**src/rtl/regcmd_pkg.sv**
```systemverilog
// Shared constants and types for the register-write command decoder.
// Assumes byte-wide commands and an 8-bit register address space.
package regcmd_pkg;
    localparam logic [7:0] CMD_MARK    = 8'hAF;
    localparam logic [7:0] OP_REGWR    = 8'h20;
    localparam logic [7:0] GATE_ADDR   = 8'hFF;
    localparam logic [7:0] GATE_CLOSE  = 8'h00;
    localparam logic [7:0] GATE_OPEN   = 8'hFF;
    localparam int         SYNC_IDX    = 31;
    localparam logic [7:0] SYNC_PWRDN  = 8'h07;

    typedef enum logic [1:0] {P_IDLE, P_OPC, P_ADDR, P_DATA} pstate_t;

    // Addresses that a locked group must cover to leave power-down.
    function automatic logic mode_reg_needed(input int a);
        return (a >= 1 && a <= 24) || a == 27 || a == 28;
    endfunction
endpackage

```
**src/rtl/regcmd_parser.sv**
```systemverilog
// Byte-stream framer: finds marker/opcode/address/data and emits one
// write strobe per well-formed register write. Assumes a byte is taken
// on every cycle that in_valid is high.
module regcmd_parser
    import regcmd_pkg::*;
(
    input  logic       clk,
    input  logic       rst_n,
    input  logic       in_valid,
    input  logic [7:0] in_data,
    output logic       wr_stb,
    output logic [7:0] wr_addr,
    output logic [7:0] wr_data
);
    pstate_t    st_q;
    logic [7:0] addr_q;

    // Advance the framing state on each accepted byte.
    always_ff @(posedge clk) begin
        if (!rst_n) begin
            st_q   <= P_IDLE;
            addr_q <= '0;
        end else if (in_valid) begin
            case (st_q)
                P_IDLE: if (in_data == CMD_MARK) st_q <= P_OPC;
                P_OPC:  st_q <= (in_data == OP_REGWR) ? P_ADDR : P_IDLE;
                P_ADDR: begin
                    addr_q <= in_data;
                    st_q   <= P_DATA;
                end
                default: st_q <= P_IDLE;
            endcase
        end
    end

    // The data byte itself is the write payload.
    assign wr_stb  = in_valid && (st_q == P_DATA);
    assign wr_addr = addr_q;
    assign wr_data = in_data;
endmodule

```
**src/rtl/regcmd_bank.sv**
```systemverilog
// Active and shadow register copies with lock gating, group commit and
// the power-down latch. Assumes NREG covers the sync register index.
module regcmd_bank
    import regcmd_pkg::*;
#(
    parameter int NREG = 48
) (
    input  logic              clk,
    input  logic              rst_n,
    input  logic              wr_stb,
    input  logic [7:0]        wr_addr,
    input  logic [7:0]        wr_data,
    output logic [NREG*8-1:0] act_flat,
    output logic              commit,
    output logic              locked,
    output logic              pd
);
    localparam int         AW     = $clog2(NREG);
    localparam logic [7:0] NREG_B = 8'(NREG);

    logic [7:0]      act_q [NREG];
    logic [7:0]      shd_q [NREG];
    logic [NREG-1:0] seen_q;
    logic [NREG-1:0] need;
    logic            group_full;
    logic            in_range;

    // Constant mask of addresses a full mode sequence must write.
    for (genvar i = 0; i < NREG; i++) begin : g_need
        assign need[i] = mode_reg_needed(i);
        assign act_flat[i*8 +: 8] = act_q[i];
    end

    assign group_full = &(seen_q | ~need);
    assign in_range   = wr_addr < NREG_B;

    // Apply writes, lock transitions and group commits.
    always_ff @(posedge clk) begin
        if (!rst_n) begin
            for (int i = 0; i < NREG; i++) begin
                act_q[i] <= '0;
                shd_q[i] <= '0;
            end
            act_q[SYNC_IDX] <= SYNC_PWRDN;
            shd_q[SYNC_IDX] <= SYNC_PWRDN;
            seen_q <= '0;
            locked <= 1'b0;
            pd     <= 1'b1;
            commit <= 1'b0;
        end else begin
            commit <= 1'b0;
            if (wr_stb && wr_addr == GATE_ADDR) begin
                if (wr_data == GATE_CLOSE) begin
                    locked <= 1'b1;
                    seen_q <= '0;
                end else if (wr_data == GATE_OPEN && locked) begin
                    locked <= 1'b0;
                    commit <= 1'b1;
                    for (int i = 0; i < NREG; i++) act_q[i] <= shd_q[i];
                    if (shd_q[SYNC_IDX] == SYNC_PWRDN) pd <= 1'b1;
                    else if (group_full)               pd <= 1'b0;
                end
            end else if (wr_stb && in_range) begin
                shd_q[wr_addr[AW-1:0]] <= wr_data;
                if (locked) begin
                    seen_q[wr_addr[AW-1:0]] <= 1'b1;
                end else begin
                    act_q[wr_addr[AW-1:0]] <= wr_data;
                    commit <= 1'b1;
                    if (int'(wr_addr) == SYNC_IDX && wr_data == SYNC_PWRDN) pd <= 1'b1;
                end
            end
        end
    end
endmodule

```
**src/rtl/regcmd_decoder.sv**
```systemverilog
// Top of the register-write command decoder: framer plus register bank,
// with committed registers mapped onto named output fields.
// Assumes NREG > 0x28 so every mapped address is stored.
module regcmd_decoder
    import regcmd_pkg::*;
#(
    parameter int NREG = 48,
    parameter int NTMG = 12
) (
    input  logic               clk,
    input  logic               rst_n,
    input  logic               in_valid,
    input  logic [7:0]         in_data,
    output logic               in_ready,
    output logic               commit,
    output logic               depth_24,
    output logic [23:0]        base16,
    output logic [23:0]        base8,
    output logic [15:0]        pix_clk,
    output logic [NTMG*16-1:0] tmg_words,
    output logic [7:0]         sync_mode,
    output logic               sync_on
);
    localparam int B16_A = 32;
    localparam int B8_A  = 38;
    localparam int PCK_A = 27;
    localparam int TMG_A = 1;

    logic              wr_stb;
    logic [7:0]        wr_addr;
    logic [7:0]        wr_data;
    logic [NREG*8-1:0] act_flat;
    logic              bank_locked;
    logic              bank_pd;
    logic              unused_regs;

    regcmd_parser u_parser (
        .clk     (clk),
        .rst_n   (rst_n),
        .in_valid(in_valid),
        .in_data (in_data),
        .wr_stb  (wr_stb),
        .wr_addr (wr_addr),
        .wr_data (wr_data)
    );

    regcmd_bank #(.NREG(NREG)) u_bank (
        .clk     (clk),
        .rst_n   (rst_n),
        .wr_stb  (wr_stb),
        .wr_addr (wr_addr),
        .wr_data (wr_data),
        .act_flat(act_flat),
        .commit  (commit),
        .locked  (bank_locked),
        .pd      (bank_pd)
    );

    // Timing words: high byte at the lower address of each pair.
    for (genvar k = 0; k < NTMG; k++) begin : g_tmg
        assign tmg_words[k*16 +: 16] = {act_flat[(TMG_A+2*k)*8 +: 8],
                                        act_flat[(TMG_A+2*k+1)*8 +: 8]};
    end

    // Field mapping of the committed registers.
    assign in_ready  = 1'b1;
    assign depth_24  = act_flat[0];
    assign base16    = {act_flat[B16_A*8 +: 8], act_flat[(B16_A+1)*8 +: 8],
                        act_flat[(B16_A+2)*8 +: 8]};
    assign base8     = {act_flat[B8_A*8 +: 8], act_flat[(B8_A+1)*8 +: 8],
                        act_flat[(B8_A+2)*8 +: 8]};
    assign pix_clk   = {act_flat[(PCK_A+1)*8 +: 8], act_flat[PCK_A*8 +: 8]};
    assign sync_mode = bank_pd ? SYNC_PWRDN : act_flat[SYNC_IDX*8 +: 8];
    assign sync_on   = (sync_mode == 8'h00);
    assign unused_regs = ^act_flat;
endmodule

```
**config.mk**
```make
export PLATFORM = sky130hd
export DESIGN_NAME = regcmd_decoder
export DESIGN_NICKNAME = d
export VERILOG_FILES = /design/src/rtl/regcmd_pkg.sv /design/src/rtl/regcmd_parser.sv /design/src/rtl/regcmd_bank.sv /design/src/rtl/regcmd_decoder.sv
export SDC_FILE = /design/constraint.sdc
export NUM_CORES = 1
export LEC_CHECK = 0
export BUFFER_PORTS_ARGS = -buffer_cell sky130_fd_sc_hd__buf_2
export CORE_UTILIZATION = 55
export CTS_BUF_LIST = sky130_fd_sc_hd__clkbuf_4 sky130_fd_sc_hd__clkbuf_8 sky130_fd_sc_hd__clkbuf_16
export CTS_CLUSTER_DIAMETER = 30
export DETAILED_ROUTE_END_ITERATION = 6
export PLACE_DENSITY_LB_ADDON = 0.05
export RECOVER_POWER = 25
export SLEW_MARGIN = 10
export SYNTH_ARGS = -nofsm -noshare
export SYNTH_HDL_FRONTEND = slang
export SYNTH_HIERARCHICAL = 1
export SYNTH_SLANG_ARGS = --single-unit
export TNS_END_PERCENT = 20
```
**constraint.sdc**
```tcl
create_clock -name clk -period 3 [get_ports clk]
set_input_delay 0.6 -clock clk [delete_from_list [all_inputs] [get_ports clk]]
set_output_delay 0.6 -clock clk [all_outputs]
set_load 0.02 [all_outputs]
```
==> flow_summary.yaml, run 1 <==
status:
  status: "complete, but fails checks"
  failed_checks: "max-capacitance violations, max-slew violations"
worst_setup_path:
  cp-endpoint: "u_bank/act_q[1][0]"
  reg2reg_from: "u_parser/wr_addr[0]"
  timing.rr.end: "u_bank/act_q[1][0]"
  crit_path_end_kind: "flop"
  crit_type: "reg -> reg"
  r2r_cells: 4
  cp-startpoint: "u_parser/wr_addr[0]"
  regToRegSetupSlack_ps: 110
  start_kind: "flop"
  cp.arrival_ps: 3120
  cp_max_fo: 16
  critical_path_required_ps: 3230
clock_tree:
  clock_latency_ps: 630
  cts-root-buf: "clkbuf_16"
  htreeDepth: 3
  post-cts-setup-buffers: 0
  numCtsBuffers: 112
  clockBufferDepth: 3
  cts.sinks: 569
  clk_pin_slew_ps: 50
  cts_tree: "done"
synthesis:
  ys_warn_count: 6
  syn_area_per_cell_um2: 13.8
  syn_nets: 1733
  syn_area_mm2: 0.0238
  syn-instance-count: 1722
timing:
  tightest_slew_ps: 1920
  timing.fmax_ghz: 0.347
  fin_skew_ps: 17.2
  rsz0062_at_grt: "false"
  fin_ws_ps: 115
  min_period_ps: 2890
  relSlewSlack_pct: -27.7
  finalSetupTns_ps: 0
  hold_viol: 0
  fin_crit_sh_pct: 96.2
  finalSetupViolCount: 0
  slew_viol_final: 67
die:
  start_util_pct: 56.2
  die_h_um: 210
  dieArea_mm2: 0.0441
  core-area_mm2: 0.0423
  fp-row-count: 75
  die_w_um: 210
  io_pins: 279
global_route:
  grt_max_degree: 77
  grt_pass1_vias: 14600
  grtUsageTotal_pct: 26.5
  grt_pass1_wl_mm: 86.8
  gr-total-overflow: 0
  antenna_found_initial: 0
final_layout:
  n_antenna_cell: 0
  final_cell_mix: "edfxtp_1, clkbuf_1, a22o_1"
  fillers: 3034
  syn_to_final_growth_pct: 23.0
  finalNetCount: 2002
  fin_util_pct: 69.2
  stdcell_area_mm2: 0.0293
  drive_above_1_share_pct: 16.8
  final_common_cell: "edfxtp_1"
placement:
  placed_area_mm2: 0.0256
  portBuffers: 277
  dp_slack_ps: 36.7
  hpwl_mm: 33.8
  routabilityCongestion: 0.814
drt:
  drtIter0Drc: 1188
  drt-total-wl_mm: 58.6
  firstDrtPassIters: 5
  wl_per_cell_um: 22.0
  vias_per_cell: 5.67
  drc: 0
  num_vias: 15100
  final_antenna_net_count: 0
power_and_ir_drop:
  p_leak_nw: 10.7
  powerDensity_mw_per_mm2: 780
  ir_drop_mv: 0.474
run:
  maxCapViolations: 1
worst_hold_path:
  hp-start: "in_valid"
  hp-class: "in -> reg"
==> metrics by stage <==
stage               hold slack (ps)  total power [W]  instances
floorplan                       436          0.00974       1722
global placement                446           0.0101       2454
detailed placement              456           0.0101       2454
CTS                             328           0.0230       2665
global route                    372           0.0235       2665
finish                          380           0.0228       2665
==> sequential cells by signal, summed over array words and instances (netlist names) <==
name / cells
u_bank/commit: 1
u_bank/seen_q: 26
u_bank/locked: 1
u_bank/shd_q: 265
u_bank/pd: 1
u_parser/st_q: 2
u_parser/wr_addr: 8
u_bank/act_q: 265
==> final cells by class <==
cell class | count | area, um2 | share of cell area (%)
clock buffer | 129 | 3070 | 10.5
clock inverter | 82 | 950 | 3.24
inverter | 1 | 3.75 | 0.0128
multi-input combinational | 944 | 6050 | 20.7
sequential | 569 | 16700 | 57.0
tap | 577 | 722 | 2.47
timing repair buffer | 363 | 1770 | 6.06
==> power breakdown <==
| part | internal [W] | switching (W) | total [W] |
|---|---|---|---|
| registers | 0.00903 | 0.000135 | 0.00916 |
| logic | 0.000143 | 0.000644 | 0.000788 |
| clock network | 0.00880 | 0.00409 | 0.0129 |
==> routing by layer <==
metal | vias to the layer above | track usage (%) | wire length (um)
met5 | - | 0 | 0
met4 | 0 | 10.8 | 1580
met3 | 93 | 5.36 | 4550
met2 | 690 | 42.4 | 27900
met1 | 7365 | 35.6 | 24600
li1 | 6960 | - | -
==> worst max-delay path, stage by stage (launching register included) <==
cell and delay [ps]:
dfxtp_1 850, nor3b_2 330, buf_4 220, nand3_1 210, o21ai_0 880
==> repair_timing <==
action	in CTS	in global routing
hold buffers	0	0
endpoints found under the setup margin	0	16
gates resized for setup	0	2
==> worst min-delay path by stage <==
stage,end,slack (ps),cells past startpoint
finish,u_parser/st_q[1],380,3
global route,u_parser/st_q[1],370,4
CTS,u_parser/st_q[1],330,4
detailed placement,u_bank/seen_q[4],460,2
global placement,u_bank/seen_q[4],450,2
floorplan,u_bank/seen_q[7],440,2
No activity file was read; power rests on OpenSTA's default activity.
==> run 2, diff against run 1 <==
--- a/config.mk
+++ b/config.mk
@@ -10,7 +10,7 @@
 export CTS_BUF_LIST = sky130_fd_sc_hd__clkbuf_4 sky130_fd_sc_hd__clkbuf_8 sky130_fd_sc_hd__clkbuf_16
 export CTS_CLUSTER_DIAMETER = 30
 export DETAILED_ROUTE_END_ITERATION = 6
-export PLACE_DENSITY_LB_ADDON = 0.05
+export PLACE_DENSITY = 0.78
 export RECOVER_POWER = 25
 export SLEW_MARGIN = 10
 export SYNTH_ARGS = -nofsm -noshare
==> flow_summary.yaml, run 2 (synthesis results as in run 1) <==
drt:
  drc: 0
  drtIter0Drc: 1499
  drt-total-wl_mm: 59.2
  final_antenna_net_count: 0
  num_vias: 15400
  firstDrtPassIters: 5
  vias_per_cell: 5.86
  wl_per_cell_um: 22.5
timing:
  min_period_ps: 2820
  timing.fmax_ghz: 0.355
  fin_ws_ps: 181
  finalSetupViolCount: 0
  fin_skew_ps: 33.1
  relSlewSlack_pct: -30.5
  hold_viol: 0
  rsz0062_at_grt: "false"
  slew_viol_final: 67
  tightest_slew_ps: 1960
  fin_crit_sh_pct: 94.0
placement:
  hpwl_mm: 34.1
  dp_slack_ps: -213
  portBuffers: 277
  routabilityCongestion: 0.885
global_route:
  grtUsageTotal_pct: 26.4
  grt_max_degree: 102
  grt_pass1_vias: 15100
  antenna_found_initial: 0
  gr-total-overflow: 0
  grt_pass1_wl_mm: 87.6
die:
  die_w_um: 210
  io_pins: 279
  fp-row-count: 75
  dieArea_mm2: 0.0441
  die_h_um: 210
  start_util_pct: 56.2
  core-area_mm2: 0.0423
clock_tree:
  post-cts-setup-buffers: 0
  clockBufferDepth: 3
  numCtsBuffers: 103
  clk_pin_slew_ps: 50
  cts_tree: "done"
  cts-root-buf: "clkbuf_16"
  htreeDepth: 3
  clock_latency_ps: 620
  cts.sinks: 569
run:
  maxCapViolations: 1
worst_setup_path:
  max_stage_delay_ps: 950
  cp_max_fo: 15
  critical_path_required_ps: 3210
  critical_path.slowest_cell: "nor2b_2"
  crit_chain: "nand3_1 > nor4_4 > nor2b_2 > nand2b_1"
  crit_type: "reg -> reg"
  crit_path_end_kind: "flop"
  cp.arrival_ps: 3030
  start_kind: "flop"
worst_hold_path:
  hp-class: "in -> reg"
final_layout:
  reg_top3: "u_bank/act_q x265, u_bank/shd_q x265, u_bank/seen_q x26"
  syn_to_final_growth_pct: 20.8
  finalNetCount: 1980
  n_antenna_cell: 0
  final_common_cell: "edfxtp_1"
  final_cell_mix: "edfxtp_1, clkbuf_1, a22o_1"
  fillers: 2937
  drive_above_1_share_pct: 15.4
power_and_ir_drop:
  ir_drop_mv: 0.584
  power.total_w: 0.0217
  powerDensity_mw_per_mm2: 756
  p_leak_nw: 10.4
status:
  failed_checks: "max-capacitance violations, max-slew violations"
  status: "complete, but fails checks"
[run 2: final cells by class]
cell class                 instances  area [um2]  area share [%]
inverter                           1        3.75          0.0131
clock inverter                    79         926            3.22
clock buffer                     113        2690            9.35
multi-input combinational        945        6070            21.1
tap                              577         722            2.51
sequential                       569       16700            58.1
timing repair buffer             349        1630            5.69
[run 2: worst max-delay path, delay by kind of cell (launching register included)]
kind	cells	cell delay (ps)
and+or+nand+nor	4	1950
DFF	1	450
[run 2: stage by stage]
step | setup TNS [ps] | instances | hold slack (ps) | util [%] | area, um2
3_5_place_dp | -18340 | 2440 | 458 | 60.1 | 25500
3_3_place_gp | -9380 | 2440 | 446 | 60.1 | 25500
6_report | 0 | 2633 | 386 | 67.9 | 28700
2_1_floorplan | 0 | 1722 | 436 | - | 23800
5_1_grt | 0 | 2633 | 406 | 67.9 | 28700
4_1_cts | 0 | 2632 | 350 | 68.7 | 29100
[run 2: power by group]
part	internal, W	leakage, nW	total (W)	switching (W)
Clock	0.00776	1.77	0.0118	0.00404
Sequential	0.00902	5.45	0.00916	0.000137
Combinational	0.000128	3.19	0.000773	0.000645
Total	0.0169	10.4	0.0217	0.00483
[run 2: final timing paths]
path / start / endpoint / slack (ps) / cells after the start
setup / recovery: u_parser/wr_addr[2] / u_bank/act_q[6][1] / 180 / 4
hold / removal: in_valid / u_parser/st_q[1] / 390 / 4
setup reg to reg: u_parser/wr_addr[2] / u_bank/act_q[6][1] / 180 / 4
hold reg to reg: u_bank/seen_q[15] / u_bank/seen_q[15] / 470 / 2
[run 2: metal layers]
metal,vias up,global-route usage (%),share of wire (%)
met4,0,10.7,3.0
li1,6918,-,-
met3,125,5.88,8.9
met5,-,0,0
met2,816,43.4,48
met1,7574,34.1,40
[run 2: repair_timing]
item                       in CTS  in global routing
hold buffers                    0                  0
hold endpoints to repair        0                  0
setup endpoints to repair       0                 72
gates resized for setup         0                  2
==> run 3, diff against run 2 <==
--- a/config.mk
+++ b/config.mk
@@ -7,7 +7,6 @@
 export LEC_CHECK = 0
 export BUFFER_PORTS_ARGS = -buffer_cell sky130_fd_sc_hd__buf_2
 export CORE_UTILIZATION = 55
-export CTS_BUF_LIST = sky130_fd_sc_hd__clkbuf_4 sky130_fd_sc_hd__clkbuf_8 sky130_fd_sc_hd__clkbuf_16
 export CTS_CLUSTER_DIAMETER = 30
 export DETAILED_ROUTE_END_ITERATION = 6
 export PLACE_DENSITY = 0.78
==> flow_summary.yaml, run 3 (synthesis results as in run 1) <==
status:
  status: "complete, but fails checks"
  failed_checks: "max-capacitance violations, max-slew violations"
timing:
  finalSetupTns_ps: 0
  tightest_slew_ps: 1940
  min_period_ps: 2790
  hold_ws_ps: 382
  fin_skew_ps: 32.5
  fin_ws_ps: 205
  slew_viol_final: 67
  finalSetupViolCount: 0
  fin_crit_sh_pct: 93.2
  timing.fmax_ghz: 0.358
  hold_viol: 0
  rsz0062_at_grt: "false"
  relSlewSlack_pct: -29.3
worst_setup_path:
  max_stage_delay_ps: 950
  critical_path.slowest_cell: "nor2b_2"
  crit_type: "reg -> reg"
  cp_num_buf_inv: 0
  cp.arrival_ps: 3010
  critical_path_required_ps: 3210
  timing.rr.end: "u_bank/act_q[39][4]"
  reg2reg_from: "u_parser/wr_addr[2]"
  start_kind: "flop"
  r2r_cells: 4
  cp_max_fo: 15
  crit_path_end_kind: "flop"
  crit_chain: "nand3_1 > nor4_4 > nor2b_2 > nand2b_1"
  path_delay_family: "simple AND/OR/NAND/NOR gates"
  regToRegSetupSlack_ps: 210
drt:
  met2_length_mm: 28.6
  final_antenna_net_count: 0
  drtIter0Drc: 1551
  firstDrtPassIters: 5
  vias_per_cell: 5.85
  wl_per_cell_um: 22.5
  drc: 0
  route.met3.wl_mm: 5.20
  num_vias: 15400
  drt-met1-wl_mm: 23.4
  drt-total-wl_mm: 59.1
  top_layer: "met4"
global_route:
  gr-total-overflow: 0
  grt_pass1_wl_mm: 87.5
  antenna_found_initial: 0
  grtUsageTotal_pct: 26.3
  grt_max_degree: 102
  grt_pass1_vias: 15100
final_layout:
  stdcell_count: 2633
  n_antenna_cell: 0
  reg_top3: "u_bank/act_q x265, u_bank/shd_q x265, u_bank/seen_q x26"
  finalNetCount: 1980
  syn_to_final_growth_pct: 20.7
  drive_above_1_share_pct: 15.1
  final_cell_mix: "edfxtp_1, clkbuf_1, a22o_1"
  final_common_cell: "edfxtp_1"
  stdcell_area_mm2: 0.0287
power_and_ir_drop:
  p_leak_nw: 10.4
  powerDensity_mw_per_mm2: 754
  ir_drop_mv: 0.584
clock_tree:
  htreeDepth: 3
  cts_tree: "done"
  numCtsBuffers: 103
  cts.sinks: 569
  clockBufferDepth: 3
  holdBufCountCts: 0
  clk_pin_slew_ps: 50
  clock_latency_ps: 620
  cts-root-buf: "clkbuf_16"
  post-cts-setup-buffers: 0
placement:
  placed_area_mm2: 0.0255
  routabilityCongestion: 0.885
  dp_slack_ps: -213
  portBuffers: 277
  hpwl_mm: 34.1
  dp.cells: 2440
die:
  io_pins: 279
  fp-row-count: 75
  start_util_pct: 56.2
  die_h_um: 210
  core-area_mm2: 0.0423
  dieArea_mm2: 0.0441
  die_w_um: 210
worst_hold_path:
  whs_endpoint: "u_parser/st_q[0]"
  holdPathStages: 3
  hp-class: "in -> reg"
  hp-start: "in_valid"
run:
  maxCapViolations: 1
==> run 3: worst max path at each step <==
stage / to / cells after the start / slack (ps) / from
2_1_floorplan: u_bank/act_q[1][0] / 7 / 230 / in_valid
5_1_grt: u_bank/act_q[15][2] / 5 / 90 / u_parser/wr_addr[2]
4_1_cts: u_bank/act_q[17][0] / 4 / 80 / u_parser/wr_addr[2]
3_3_place_gp: u_bank/act_q[17][6] / 6 / -130 / in_valid
3_5_place_dp: u_bank/act_q[17][3] / 6 / -210 / in_valid
6_report: u_bank/act_q[39][4] / 4 / 210 / u_parser/wr_addr[2]
==> run 3: layer usage <==
metal,vias up,global-route usage [%]
li1,6911,-
met1,7564,34.0
met2,795,43.3
met3,138,5.96
met4,0,10.8
met5,-,0
==> run 3: repair_timing <==
| item | in CTS | in global routing |
|---|---|---|
| setup endpoints to repair | 0 | 72 |
| resized for setup | 0 | 2 |
| endpoints found under the hold margin | 0 | 0 |
==> run 3: through the flow <==
| step | utilization (%) | power [W] |
|---|---|---|
| 2_1_floorplan | - | 0.00974 |
| 3_3_place_gp | 60.1 | 0.0101 |
| 3_5_place_dp | 60.1 | 0.0101 |
| 4_1_cts | 68.6 | 0.0218 |
| 5_1_grt | 67.8 | 0.0222 |
| 6_report | 67.8 | 0.0217 |
==> run 3: tightest hold or removal path, cell delays in order <==
cell     delay [ps]
buf_2           130
nand2_1          80
and3_1          140
==> run 3: area by class of cell <==
cell class / instances / area [um2]
inverter: 1 / 3.75
tap: 577 / 722
clock inverter: 79 / 926
sequential: 569 / 16700
fill: 2940 / 13600
timing repair buffer: 349 / 1630
multi-input combinational: 945 / 6070
clock buffer: 113 / 2660
==> run 3: where the power goes <==
group          internal [W]  switching, W
Combinational      0.000128      0.000645
Sequential          0.00902      0.000137
Clock               0.00769       0.00404
